<file path="src/rtl/gpio_pkg.sv">
package gpio_pkg;

    typedef enum logic [1:0] {
        SEL_LEVEL = 2'd0,
        SEL_RAISE = 2'd1,
        SEL_LOWER = 2'd2,
        SEL_DIR   = 2'd3
    } gpio_sel_e;

    typedef struct packed {
        logic      wr;
        logic      rd;
        gpio_sel_e sel;
    } gpio_cmd_t;

    function automatic bit width_ok(input int w);
        return (w == 8) || (w == 16) || (w == 32) || (w == 64);
    endfunction

endpackage

</file>
<file path="src/rtl/gpio_bit_order.sv">
module gpio_bit_order #(
    parameter int W       = 8,
    parameter bit REVERSE = 1'b0
) (
    input  logic [W-1:0] din,
    output logic [W-1:0] dout
);
    localparam int TOP = W - 1;

    for (genvar i = 0; i < W; i++) begin : g_lane
        if (REVERSE) begin : g_rev
            assign dout[i] = din[TOP-i];
        end else begin : g_fwd
            assign dout[i] = din[i];
        end
    end
endmodule

</file>
<file path="src/rtl/gpio_sync2.sv">
module gpio_sync2 #(
    parameter int W = 8
) (
    input  logic         clk,
    input  logic         rst,
    input  logic [W-1:0] d,
    output logic [W-1:0] q
);
    logic [W-1:0] meta_q;
    logic [W-1:0] stable_q;

    always_ff @(posedge clk) begin
        if (rst) begin
            meta_q   <= '0;
            stable_q <= '0;
        end else begin
            meta_q   <= d;
            stable_q <= meta_q;
        end
    end

    assign q = stable_q;

    // the second stage follows the first with one cycle of delay
    p_stage_follow_r8: assert property (@(posedge clk) disable iff (rst)
        1'b1 |=> stable_q == $past(meta_q));
endmodule

</file>
<file path="src/rtl/gpio_out_regs.sv">
module gpio_out_regs
    import gpio_pkg::*;
#(
    parameter int W          = 8,
    parameter bit DIR_IN_POL = 1'b0
) (
    input  logic         clk,
    input  logic         rst,
    input  logic         wr,
    input  gpio_sel_e    sel,
    input  logic [W-1:0] wdata,
    output logic [W-1:0] latch_q,
    output logic [W-1:0] dir_q,
    output logic [W-1:0] drive_en
);
    localparam logic [W-1:0] DIR_RESET = DIR_IN_POL ? {W{1'b1}} : {W{1'b0}};

    logic [W-1:0] latch_nxt;

    always_comb begin
        latch_nxt = latch_q;
        if (wr) begin
            unique case (sel)
                SEL_LEVEL: latch_nxt = wdata;
                SEL_RAISE: latch_nxt = latch_q | wdata;
                SEL_LOWER: latch_nxt = latch_q & ~wdata;
                default:   latch_nxt = latch_q;
            endcase
        end
    end

    always_ff @(posedge clk) begin
        if (rst) begin
            latch_q <= '0;
            dir_q   <= DIR_RESET;
        end else begin
            latch_q <= latch_nxt;
            if (wr && sel == SEL_DIR) begin
                dir_q <= wdata;
            end
        end
    end

    if (DIR_IN_POL) begin : g_in_pol
        assign drive_en = ~dir_q;
    end else begin : g_out_pol
        assign drive_en = dir_q;
    end

    p_level_load_r2: assert property (@(posedge clk) disable iff (rst)
        (wr && sel == SEL_LEVEL) |=> latch_q == $past(wdata));

    p_raise_ones_r3: assert property (@(posedge clk) disable iff (rst)
        (wr && sel == SEL_RAISE) |=>
            ((latch_q & $past(wdata)) == $past(wdata)) &&
            ((latch_q & ~$past(wdata)) == ($past(latch_q) & ~$past(wdata))));

    p_lower_ones_r4: assert property (@(posedge clk) disable iff (rst)
        (wr && sel == SEL_LOWER) |=>
            ((latch_q & $past(wdata)) == '0) &&
            ((latch_q & ~$past(wdata)) == ($past(latch_q) & ~$past(wdata))));

    // direction changes only through a direction write
    p_dir_hold_r6: assert property (@(posedge clk) disable iff (rst)
        !(wr && sel == SEL_DIR) |=> $stable(dir_q));
endmodule

</file>
<file path="src/rtl/mmio_gpio_ctrl.sv">
module mmio_gpio_ctrl
    import gpio_pkg::*;
#(
    parameter int WIDTH      = 8,
    parameter bit DIR_IN_POL = 1'b0,
    parameter bit REVERSE    = 1'b0
) (
    input  logic             clk,
    input  logic             rst,
    input  logic             wr_en,
    input  logic             rd_en,
    input  logic [1:0]       addr,
    input  logic [WIDTH-1:0] wdata,
    output logic [WIDTH-1:0] rdata,
    input  logic [WIDTH-1:0] pad_in,
    output logic [WIDTH-1:0] pad_out,
    output logic [WIDTH-1:0] pad_oe
);
    gpio_cmd_t        cmd;
    logic [WIDTH-1:0] latch_q;
    logic [WIDTH-1:0] dir_q;
    logic [WIDTH-1:0] drive_en;
    logic [WIDTH-1:0] pins_sync;
    logic [WIDTH-1:0] pins_reg;
    logic [WIDTH-1:0] rdata_q;

    initial begin
        p_width_ok_r1: assert (width_ok(WIDTH))
            else $error("WIDTH %0d not supported", WIDTH);
    end

    assign cmd.wr  = wr_en;
    assign cmd.rd  = rd_en;
    assign cmd.sel = gpio_sel_e'(addr);

    gpio_out_regs #(.W(WIDTH), .DIR_IN_POL(DIR_IN_POL)) regs_i (
        .clk      (clk),
        .rst      (rst),
        .wr       (cmd.wr),
        .sel      (cmd.sel),
        .wdata    (wdata),
        .latch_q  (latch_q),
        .dir_q    (dir_q),
        .drive_en (drive_en)
    );

    gpio_bit_order #(.W(WIDTH), .REVERSE(REVERSE)) ord_out_i (
        .din  (latch_q),
        .dout (pad_out)
    );

    gpio_bit_order #(.W(WIDTH), .REVERSE(REVERSE)) ord_oe_i (
        .din  (drive_en),
        .dout (pad_oe)
    );

    gpio_sync2 #(.W(WIDTH)) sync_i (
        .clk (clk),
        .rst (rst),
        .d   (pad_in),
        .q   (pins_sync)
    );

    gpio_bit_order #(.W(WIDTH), .REVERSE(REVERSE)) ord_in_i (
        .din  (pins_sync),
        .dout (pins_reg)
    );

    always_ff @(posedge clk) begin
        if (rst) begin
            rdata_q <= '0;
        end else if (cmd.rd) begin
            unique case (cmd.sel)
                SEL_LEVEL: rdata_q <= pins_reg;
                SEL_RAISE: rdata_q <= latch_q;
                SEL_LOWER: rdata_q <= '0;
                SEL_DIR:   rdata_q <= dir_q;
                default:   rdata_q <= '0;
            endcase
        end
    end

    assign rdata = rdata_q;

    p_reset_inputs_r11: assert property (@(posedge clk)
        rst |=> (pad_oe == '0) && (pad_out == '0));

    p_rdata_hold_r12: assert property (@(posedge clk) disable iff (rst)
        !rd_en |=> $stable(rdata));

    p_latch_read_r9: assert property (@(posedge clk) disable iff (rst)
        (rd_en && addr == 2'd1) |=> rdata == $past(latch_q));

    p_level_read_r8: assert property (@(posedge clk) disable iff (rst)
        (rd_en && addr == 2'd0) |=> rdata == $past(pins_reg));

    p_lower_read_r10: assert property (@(posedge clk) disable iff (rst)
        (rd_en && addr == 2'd2) |=> rdata == '0);
endmodule

</file>
<file path="config.mk">
export PLATFORM = sky130hd
export DESIGN_NAME = mmio_gpio_ctrl
export DESIGN_NICKNAME = d
export VERILOG_FILES = /design/src/rtl/gpio_pkg.sv /design/src/rtl/gpio_bit_order.sv /design/src/rtl/gpio_sync2.sv /design/src/rtl/gpio_out_regs.sv /design/src/rtl/mmio_gpio_ctrl.sv
export SDC_FILE = /design/constraint.sdc
export NUM_CORES = 1
export LEC_CHECK = 0
export BUFFER_PORTS_ARGS = -buffer_cell sky130_fd_sc_hd__buf_2
export CAP_MARGIN = 15
export CORE_MARGIN = 1
export CORE_UTILIZATION = 35
export DETAILED_ROUTE_END_ITERATION = 12
export GPL_TIMING_DRIVEN = 0
export HOLD_SLACK_MARGIN = 0.08
export PLACE_DENSITY = 0.65
export SYNTH_ARGS = -nofsm -noshare
export SYNTH_HDL_FRONTEND = slang
export SYNTH_SLANG_ARGS = --single-unit
</file>
<file path="constraint.sdc">
create_clock -name clk -period 3.85 [get_ports clk]
set_clock_uncertainty 0.15 [all_clocks]
set_input_delay 0.385 -clock clk [delete_from_list [all_inputs] [get_ports clk]]
set_output_delay 0.385 -clock clk [all_outputs]
set_load 0.01 [all_outputs]
</file>
==> metrics.md, run 1 <==
| Metric | Value |
|---|---|
| Total global routing track utilization | `15.4%` |
| Min Tclk post-route | `1.62 ns` |
| GR Layer Usage met2 | `23.8%` |
| Slowest stage delay, CP | `0.29 ns` |
| Cts hold-fix bufs | `0` |
| Post-synth EDFFs | `0` |
| Filler cells | `449` |
| Worst path cell trace | `buf_2, inv_1, ha_1, buf_4, nand2b_1, clkbuf_2, o22ai_1, a211oi_1` |
| # rows | `24` |
| Avg Vias per Cell | `5.19` |
| H-tree level count | `2` |
| Share of post-route cells with drive strength above 1 | `28.8%` |
| Initial Util | `36.6%` |
| Area growth syn-to-layout | `23.1%` |
| Count leader, synth | `dfxtp_1` |
| Measured slew at the worst slew-check pin | `0.521 ns` |
| Leakage power total | `0.840 nW` |
| Setup_tns | `0 ns` |
| Crit end category | `register` |
| Critical path class | `input port to register` |
| Global route overflow | `0` |
| Antenna violations before repair | `0` |
| Die Y-Extent | `69.7 µm` |
| Max Fclk | `617 MHz` |
| Startpoint types | `input port` |
| Reg clk slew, reported paths | `0.07 ns` |
| Synth area leaders | `dfxtp_1, nor2b_1, o22ai_1, ha_1, a21oi_1` |
| CP max-delay cell | `ha_1` |
| Worst hold slack | `0.148 ns` |
| Rel. slew slack | `65.3%` |
| Core Area | `0.00438 mm²` |
| Post-synth top cells | `dfxtp_1, nor2b_1, o22ai_1` |
| Buffer depth of the longest clock path | `2` |
| CP top delay family | `buffers and inverters` |
| RSZ-0062 raised after global routing | `no` |
| Final-report hold violation count | `0` |
| Gr busiest metal | `met2` |
| Final core utilization | `45.0%` |
| Antenna-violating nets left | `0` |
| Critical path origin | `addr[0]` |
| CTS root buf | `clkbuf_8` |
| Hold Path Class | `input port to register` |
| Layout Cells excl Fill | `267` |
| First-pass DRT Iterations | `5` |
| First-pass GRT wire length | `5750 µm` |
| Die width | `69.7 µm` |
| PostCTS Resize Cnt | `0` |
| Status | `finished, final reports clean` |
| Final RePlAce weighted congestion | `0.770` |
| #FFs+latches synth | `40` |
| Syn Std Cell Area | `0.00160 mm²` |
| Mean Syn Cell Area | `9.78 µm²` |
| Crit Reg-Reg Startpoint | `regs_i.latch_q[2]` |
| Placed cells | `259` |
| Predominant post-synthesis flop cell | `dfxtp_1` |
| Crit Path Max Fanout | `9` |
| Worst slack, placed | `1.94 ns` |
| Syn_nets | `192` |
| Post-synth top area cell | `dfxtp_1` |
| Critical path arrival | `1.67 ns` |
| Post-CTS setup buffer count | `0` |
| Asr flop ratio synth | `0%` |
| GR Layer Usage met3 | `5.38%` |
| Seq/Total Area, Yosys | `49.9%` |
| Min-Delay Startpoint | `pad_in[7]` |
| Die Area | `0.00486 mm²` |
| Routed wire length | `3580 µm` |
| CP Buf/Inv Count | `4` |
| Post-detail-place hpwl | `2640 µm` |
| Met1 Use GR | `20.0%` |
| IO Count | `46` |
| Final setup vio count | `0` |
| Cell variety after synth | `24` |
| Cell count after synthesis | `164` |
| Peak supply drop | `0.232 mV` |
| Number of CTS-inserted buffers | `5` |
| Slew Limit Fails | `0` |
| Skew-Pair Late Insertion Delay | `0.29 ns` |
| CTS tree | `done` |
| Top cell type's share of synthesized area | `49.9%` |
| Synth Warn # | `0` |
| Wirelength per Cell | `13.4 µm` |
| Total number of vias | `1385` |
| Nets | `242` |
| # diodes | `0` |
| Starting DRT DRC Count | `72` |
| Largest net degree at the start of global routing | `12` |
| Clock sinks | `40` |
| Max-cap violations | `0` |
| Vias in the first global route | `1242` |
| Tcrit/Tclk final | `42.1%` |
| DRC errors left | `0` |
| IO buf count | `43` |
| Pwr dens | `429 mW/mm²` |
| CP required | `3.90 ns` |
| Setup ws final | `2.23 ns` |
metrics by stage:
step	area [µm²]	power [mW]
finish	1970	0.847
global route	1970	0.884
CTS	1970	0.854
detailed placement	1880	0.576
global placement	1880	0.573
floorplan	1600	0.531
worst register-to-register path: cells and delay by family (launching register included):
kind / cells / cell delay [ns]
simple gates: 1 / 0.10
compound gates: 1 / 0.34
flops: 1 / 0.33
power breakdown:
| group | switching (mW) | internal (mW) |
|---|---|---|
| combinational | 0.0654 | 0.0539 |
| sequential | 0.0117 | 0.435 |
| clock | 0.134 | 0.146 |
state kept, by name, indices dropped and copies added, names as in the netlist:
signal / count
regs_i.dir_q: 8
rdata: 8
sync_i.meta_q: 8
sync_i.q: 8
regs_i.latch_q: 8
placed cells by master, fill, tap and decap left out, types with 2 or more instances in the layout:
cell / count
a211oi_1: 6
a211oi_2: 2
a21oi_1: 14
a21oi_2: 2
a221oi_1: 8
buf_1: 2
buf_2: 46
buf_6: 2
clkbuf_1: 6
clkbuf_8: 6
dfxtp_1: 40
ha_1: 6
inv_1: 2
nand2_1: 10
nand2b_1: 2
nand3_1: 8
nor2b_1: 24
nor3_1: 8
o22ai_1: 15
layer usage:
metal	up-vias	wire (µm)
li1	689	-
met1	633	1580
met2	59	1660
met3	4	291
met4	0	48
met5	-	0
layout make-up:
class / instances / area, µm² / share of cell area, %
inverters: 2 / 7.51 / 0.380
plain buffers: 14 / 92.6 / 4.69
well taps: 52 / 65.1 / 3.30
flip-flops and latches: 40 / 801 / 40.6
repair buffers: 43 / 215 / 10.9
multi-input cells: 108 / 703 / 35.6
clock buffers: 8 / 90.1 / 4.56
logic make-up (layout without fill, tap and decap cells):
logic type / after synthesis / after routing / share of synthesized area, %
AND/OR/NAND/NOR: 54 / 54 / 18.8
AO/OA/AOI/OAI: 48 / 48 / 20.4
flip-flops: 40 / 40 / 49.9
buffers and inverters: 16 / 67 / 6.24
adder cells (fa/ha/maj): 6 / 6 / 4.68
path summary, 6_finish.rpt:
kind	depth (start not counted)	endpoint	slack [ns]
setup / recovery	8	regs_i.latch_q[0]	2.23
setup reg to reg	2	rdata[2]	2.79
hold / removal	2	sync_i.meta_q[7]	0.15
hold reg to reg	1	sync_i.q[0]	0.29
No activity file was read; power rests on OpenSTA's default activity.
==> inputs of run 2 (changes only) <==
==> constraint.sdc (replaced) <==
create_clock -name clk -period 1.55 [get_ports clk]
set_clock_uncertainty 0.15 [all_clocks]
set_input_delay 0.155 -clock clk [delete_from_list [all_inputs] [get_ports clk]]
set_output_delay 0.155 -clock clk [all_outputs]
set_load 0.01 [all_outputs]
==> run 2 against run 1 <==
  * Register-to-register slack got worse by 2.3 ns
  * Critical path depth decreased by 3
  * Routed wire length increased by 7.8%
  * Worst hold slack got worse by 0.071 ns
  * Sequential power increased by 150%
  * Clock power increased to 2.5 times the previous value
  * Power increased to 2.5 times the previous value
==> metrics.md, run 2 (same netlist as run 1, synthesis figures left out) <==
| Metric | Value |
|---|---|
| Critical path arrival | `1.52 ns (was 1.67 ns)` |
| Wirelength per Cell | `13.4 µm (about the same)` |
| R2R setup slack | `0.50 ns (was 2.79 ns)` |
| Worst r2r path cells | `2 (unchanged)` |
| First-pass GRT wire length | `6020 µm (was 5750 µm)` |
| Switching share of power | `25.2% (was 25.0%)` |
| Max-cap violations | `0 (unchanged)` |
| IO Count | `46 (unchanged)` |
| DRC errors left | `0 (unchanged)` |
| Critical path origin | `wr_en (was addr[0])` |
| Min-Delay Startpoint | `rst (was pad_in[7])` |
| Core Area | `0.00438 mm² (unchanged)` |
| Worst hold slack | `0.0764 ns (was 0.148 ns)` |
| Startpoint types | `input port (unchanged)` |
| # diodes | `0 (unchanged)` |
| Vias in the first global route | `1326 (was 1242)` |
| CTS tree | `done (unchanged)` |
| Min Tclk post-route | `1.51 ns` |
| Worst Hold Path EP | `sync_i.meta_q[7] (unchanged)` |
| Int Pwr | `1.61 mW (was 0.635 mW)` |
| Global route overflow | `0 (unchanged)` |
| Slew Limit Fails | `0 (unchanged)` |
| H-tree level count | `2 (unchanged)` |
| Crit end category | `register (unchanged)` |
| Crit Reg-Reg Startpoint | `regs_i.dir_q[2] (was regs_i.latch_q[2])` |
| Max layer used | `met4 (unchanged)` |
| Antenna-violating nets left | `0 (unchanged)` |
| Total global routing track utilization | `16.1% (was 15.4%)` |
| Total number of vias | `1468 (was 1385)` |
| WHS Path Cells | `2 (unchanged)` |
| Buffer depth of the longest clock path | `2 (unchanged)` |
| Largest net degree at the start of global routing | `12 (unchanged)` |
| Final core utilization | `50.0% (was 45.0%)` |
| # rows | `24 (unchanged)` |
| Max Fclk | `662 MHz` |
| CP required | `1.56 ns (was 3.90 ns)` |
| Die Area | `0.00486 mm² (unchanged)` |
| Peak supply drop | `0.600 mV (was 0.232 mV)` |
| IO buf count | `43 (unchanged)` |
| Tcrit/Tclk final | `97.5%` |
| Final RePlAce weighted congestion | `0.770 (unchanged)` |
| Initial Util | `36.6% (unchanged)` |
| Area growth syn-to-layout | `36.6% (was 23.1%)` |
| Seq pwr share | `51.5% (was 52.8%)` |
| Comb pwr share | `15.9% (was 14.1%)` |
| Final setup vio count | `0 (unchanged)` |
| Hold Path Class | `input port to register (unchanged)` |
| Measured slew at the worst slew-check pin | `0.519 ns (was 0.521 ns)` |
| Die Y-Extent | `69.7 µm (unchanged)` |
| Commonest non-fill, non-tap cell in the layout | `buf_2 (unchanged)` |
| Share of post-route cells with drive strength above 1 | `27.8% (was 28.8%)` |
| Die width | `69.7 µm (unchanged)` |
| CTS root buf | `clkbuf_8 (unchanged)` |
| Filler cells | `436 (was 449)` |
| Met3 wire length | `237 µm (was 291 µm)` |
| Setup_tns | `0 ns (unchanged)` |
| Worst R2R End | `rdata[2] (unchanged)` |
| Final-report hold violation count | `0 (unchanged)` |
| Skew-Pair Late Insertion Delay | `0.29 ns (about the same)` |
| Post-detail-place hpwl | `2640 µm (unchanged)` |
| RSZ-0062 raised after global routing | `no (unchanged)` |
| Crit Path Max Fanout | `4 (was 9)` |
| Avg Vias per Cell | `5.08 (was 5.19)` |
| Switching pwr | `0.543 mW (was 0.211 mW)` |
| First-pass DRT Iterations | `4 (was 5)` |
| Reg clk slew, reported paths | `0.07 ns (about the same)` |
| Met2 wire len | `1840 µm (was 1660 µm)` |
| Clk pwr share | `32.6% (was 33.1%)` |
| Starting DRT DRC Count | `120 (was 72)` |
| Routed met1 length | `1730 µm (was 1580 µm)` |
| Status | `finished, final reports clean (unchanged)` |
| Layout Cells excl Fill | `289 (was 267)` |
| Leakage power total | `0.933 nW (was 0.840 nW)` |
| Rel. slew slack | `65.4% (was 65.3%)` |
| Antenna violations before repair | `0 (unchanged)` |
| Nets | `264 (was 242)` |
| Routed wire length | `3860 µm (was 3580 µm)` |
| Clock sinks | `40 (unchanged)` |
| Number of CTS-inserted buffers | `5 (unchanged)` |
| Critical path class | `input port to register (unchanged)` |
| Commonest non-fill, non-tap cells in the layout | `buf_2, dfxtp_1, nor2b_1 (unchanged)` |
| Pwr dens | `985 mW/mm² (was 429 mW/mm²)` |
| Placed cells | `259 (unchanged)` |
-- run 2: cell count changes in the layout (fill, tap and decap cells not counted), sizes merged --
cell	delta
buf	+4
dlygate4sd3	+18
-- run 2: worst max path at each step --
stage                                   end  depth (start not counted)
after detailed placement  regs_i.latch_q[2]                          8
final                       regs_i.dir_q[1]                          5
after floorplan           regs_i.latch_q[0]                          7
after global routing        regs_i.dir_q[1]                          7
after CTS                   regs_i.dir_q[0]                          7
after global placement    regs_i.latch_q[0]                          8
-- run 2: area by class of cell --
class | instances | area (µm²) | share of cell area, %
plain buffers | 14 | 98.8 | 4.51
clock buffers | 8 | 90.1 | 4.11
inverters | 2 | 7.51 | 0.343
multi-input cells | 108 | 703 | 32.1
flip-flops and latches | 40 | 801 | 36.6
well taps | 52 | 65.1 | 2.97
repair buffers | 65 | 425 | 19.4
-- run 2: power groups by stage --
| stage | Combinational (mW) | Clock, mW | Sequential, mW |
|---|---|---|---|
| global placement | 0.290 | 0 | 1.13 |
| CTS | 0.333 | 0.713 | 1.11 |
| global route | 0.378 | 0.749 | 1.12 |
| floorplan | 0.175 | 0 | 1.14 |
| finish | 0.343 | 0.704 | 1.11 |
| detailed placement | 0.297 | 0 | 1.13 |
-- run 2: layer usage --
layer	vias to the layer above	global-route usage, %
met4	0	5.33
met5	-	0
met1	686	20.3
met3	5	5.38
met2	47	25.8
li1	730	-
-- run 2: timing repair --
| item | in CTS | in global routing |
|---|---|---|
| setup buffers | 0 | 4 |
| endpoints found under the setup margin | 0 | 2 |
| hold endpoints to repair | 23 | 0 |
| resized for setup | 0 | 3 |
| hold buffers | 19 | 0 |
-- run 2: stage by stage --
stage	setup WS, ns	instance area (µm²)	total power [mW]
after floorplan	0.194	1600	1.32
after global placement	-0.0990	1880	1.42
after detailed placement	-0.126	1880	1.43
after CTS	0.0194	2160	2.16
after global routing	0.000408	2190	2.24
final	0.0390	2190	2.16
-- run 2: worst max-delay path, cell delays in order --
cell,delay [ns]
dlygate4sd3_1,0.55
buf_6,0.13
nand3_1,0.08
dlygate4sd3_1,0.56
a21oi_1,0.06
==> inputs of run 3 (changes only) <==
==> constraint.sdc (replaced) <==
create_clock -name clk -period 1.55 [get_ports clk]
set_clock_uncertainty 0.15 [all_clocks]
set_input_delay 0 -clock clk [delete_from_list [all_inputs] [get_ports clk]]
set_output_delay 0 -clock clk [all_outputs]
set_load 0.01 [all_outputs]
==> run 3 against run 2 <==
  * Combinational power rose by 5%
  * Clock power rose by 0.7%
  * Final area rose by 6.4%
  * Register-to-register slack improved by 0.02 ns
  * Global-route usage rose by 1.2 points
  * Routed wire length rose by 3.3%
  * Critical path type unchanged
  * Critical endpoint is now regs_i.dir_q[6]
==> metrics.md, run 3 (same netlist as run 1, synthesis figures left out) <==
| Metric | Value |
|---|---|
| Comb pwr share | `16.5% (was 15.9%)` |
| Measured slew at the worst slew-check pin | `0.427 ns (was 0.519 ns)` |
| Switching pwr | `0.548 mW (was 0.543 mW)` |
| Global route overflow | `0 (unchanged)` |
| Storage element area | `801 µm² (unchanged)` |
| Crit Path Max Fanout | `10 (was 4)` |
| Clock sinks | `40 (unchanged)` |
| Tcrit/Tclk final | `92.2% (was 97.5%)` |
| Int Pwr | `1.63 mW (was 1.61 mW)` |
| Critical path arrival | `1.51 ns (was 1.52 ns)` |
| RSZ-0062 raised after global routing | `no (unchanged)` |
| Starting DRT DRC Count | `98 (was 120)` |
| Buffer depth of the longest clock path | `2 (unchanged)` |
| Critical path class | `input port to register (unchanged)` |
| DRC errors left | `0 (unchanged)` |
| Total number of vias | `1512 (was 1468)` |
| Status | `finished, final reports clean (unchanged)` |
| Die Area | `0.00486 mm² (unchanged)` |
| Post-detail-place hpwl | `2640 µm (unchanged)` |
| Max Fclk | `700 MHz (was 662 MHz)` |
| Slowest stage delay, CP | `0.58 ns (was 0.56 ns)` |
| CTS tree | `done (unchanged)` |
| Crit Reg-Reg Startpoint | `regs_i.latch_q[2] (was regs_i.dir_q[2])` |
| Routed met1 length | `1780 µm (was 1730 µm)` |
| Met2 wire len | `1920 µm (was 1840 µm)` |
| Commonest non-fill, non-tap cells in the layout | `buf_2, dfxtp_1, dlygate4sd3_1 (was buf_2, dfxtp_1, nor2b_1)` |
| Min Tclk post-route | `1.43 ns (was 1.51 ns)` |
| First-pass GRT wire length | `6470 µm (was 6020 µm)` |
| Max-cap violations | `0 (unchanged)` |
| CP required | `1.63 ns (was 1.56 ns)` |
| Seq pwr share | `51.0% (was 51.5%)` |
| Setup ws final | `0.121 ns (was 0.0390 ns)` |
| Avg Vias per Cell | `5.01 (was 5.08)` |
| Worst slack, placed | `0.0291 ns (was -0.126 ns)` |
| Setup_tns | `0 ns (unchanged)` |
| Number of CTS-inserted buffers | `5 (unchanged)` |
| Max layer used | `met4 (unchanged)` |
| H-tree level count | `2 (unchanged)` |
| Share of post-route cells with drive strength above 1 | `24.8% (was 27.8%)` |
| Filler cells | `414 (was 436)` |
| Largest net degree at the start of global routing | `12 (unchanged)` |
| First-pass DRT Iterations | `5 (was 4)` |
| Slew Limit Fails | `0 (unchanged)` |
| Peak supply drop | `0.576 mV (was 0.600 mV)` |
| Worst hold slack | `0.0892 ns (was 0.0764 ns)` |
| Min-Delay Startpoint | `wr_en (was rst)` |
| Worst path cell trace | `buf_2, ha_1, buf_2, buf_2, nand3_1, dlygate4sd3_1, a21oi_1 (was dlygate4sd3_1, buf_6, nand3_1, dlygate4sd3_1, a21oi_1)` |
| Crit end category | `register (unchanged)` |
| Most used cell, CP | `buf_2 (was dlygate4sd3_1)` |
| Reg clk slew, reported paths | `0.07 ns (about the same)` |
| Die width | `69.7 µm (unchanged)` |
| Core Area | `0.00438 mm² (unchanged)` |
| Total global routing track utilization | `17.3% (was 16.1%)` |
| Final-report hold violation count | `0 (unchanged)` |
| Antenna-violating nets left | `0 (unchanged)` |
| Antenna violations before repair | `0 (unchanged)` |
| Initial Util | `36.6% (unchanged)` |
| Final setup vio count | `0 (unchanged)` |
| Wirelength per Cell | `13.2 µm (was 13.4 µm)` |
| Vias in the first global route | `1426 (was 1326)` |
| Multi-input logic area | `703 µm² (unchanged)` |
| # diodes | `0 (unchanged)` |
| Commonest non-fill, non-tap cell in the layout | `buf_2 (unchanged)` |
| PostCTS Resize Cnt | `0 (unchanged)` |
| Met3 wire length | `242 µm (was 237 µm)` |
| IO buf count | `43 (unchanged)` |
| Skew-Pair Late Insertion Delay | `0.29 ns (about the same)` |
| Area growth syn-to-layout | `45.3% (was 36.6%)` |
| Critical path origin | `addr[0] (was wr_en)` |
| Switching share of power | `25.2% (about the same)` |
| Final RePlAce weighted congestion | `0.770 (unchanged)` |
| Clk pwr share | `32.5% (was 32.6%)` |
| Hold Path Class | `input port to register (unchanged)` |
| Leakage power total | `0.981 nW (was 0.933 nW)` |
| Startpoint types | `input port (unchanged)` |
| Routed wire length | `3990 µm (was 3860 µm)` |
| Die Y-Extent | `69.7 µm (unchanged)` |
| Rel. slew slack | `71.4% (was 65.4%)` |
| CP max-delay cell | `dlygate4sd3_1 (unchanged)` |
| Final Power | `2.18 mW (was 2.16 mW)` |
| Pwr dens | `934 mW/mm² (was 985 mW/mm²)` |
| # rows | `24 (unchanged)` |
| Nets | `277 (was 264)` |
| CTS root buf | `clkbuf_8 (unchanged)` |
| IO Count | `46 (unchanged)` |
[run 3: cell types whose count changed in the layout (fill, tap and decap cells not counted), sizes merged]
cell	previous run	this run
dlygate4sd3	18	36
buf	56	52
clkbuf	13	12
[run 3: final timing paths]
kind,end,slack (ns),cells after the start
min,regs_i.dir_q[1],0.09,4
max reg2reg,rdata[2],0.52,2
min reg2reg,sync_i.q[2],0.29,1
max,regs_i.dir_q[6],0.12,7
[run 3: power groups by stage]
| stage | clock network, mW | logic [mW] | registers [mW] |
|---|---|---|---|
| after floorplan | 0 | 0.175 | 1.14 |
| after global placement | 0 | 0.290 | 1.13 |
| after detailed placement | 0 | 0.297 | 1.13 |
| after CTS | 0.713 | 0.361 | 1.11 |
| after global routing | 0.756 | 0.398 | 1.12 |
| final | 0.709 | 0.359 | 1.11 |
[run 3: what timing repair did]
| action | 4_1_cts | 5_1_grt |
|---|---|---|
| hold buffers | 36 | 0 |
| setup buffers | 0 | 0 |
| hold endpoints to repair | 39 | 0 |
| endpoints found under the setup margin | 0 | 8 |
[run 3: metrics by stage]
step / util [%] / area (µm²) / instances
after global placement: 43.0 / 1880 / 259
after CTS: 53.3 / 2330 / 303
after floorplan: - / 1600 / 164
after detailed placement: 43.0 / 1880 / 259
after global routing: 53.2 / 2330 / 302
final: 53.2 / 2330 / 302
[run 3: cell type report]
class                      count  share of cell area, %
sequential                    40                   34.4
multi-input combinational    108                   30.2
timing repair buffer          79                   24.7
clock buffer                   8                   3.86
buffer                        13                   3.81
tap                           52                   2.79
inverter                       2                  0.322
[run 3: per-layer routing]
layer | vias up | GRT usage [%]
met5 | - | 0
met4 | 0 | 5.33
met3 | 4 | 5.81
met2 | 46 | 27.8
met1 | 705 | 21.9
li1 | 757 | -
[run 3: critical path: cells and delay by family]
family / cells / cell delay, ns
simple gates: 1 / 0.10
fa+ha+maj: 1 / 0.15
buf+inv: 4 / 1.12
compound gates: 1 / 0.13
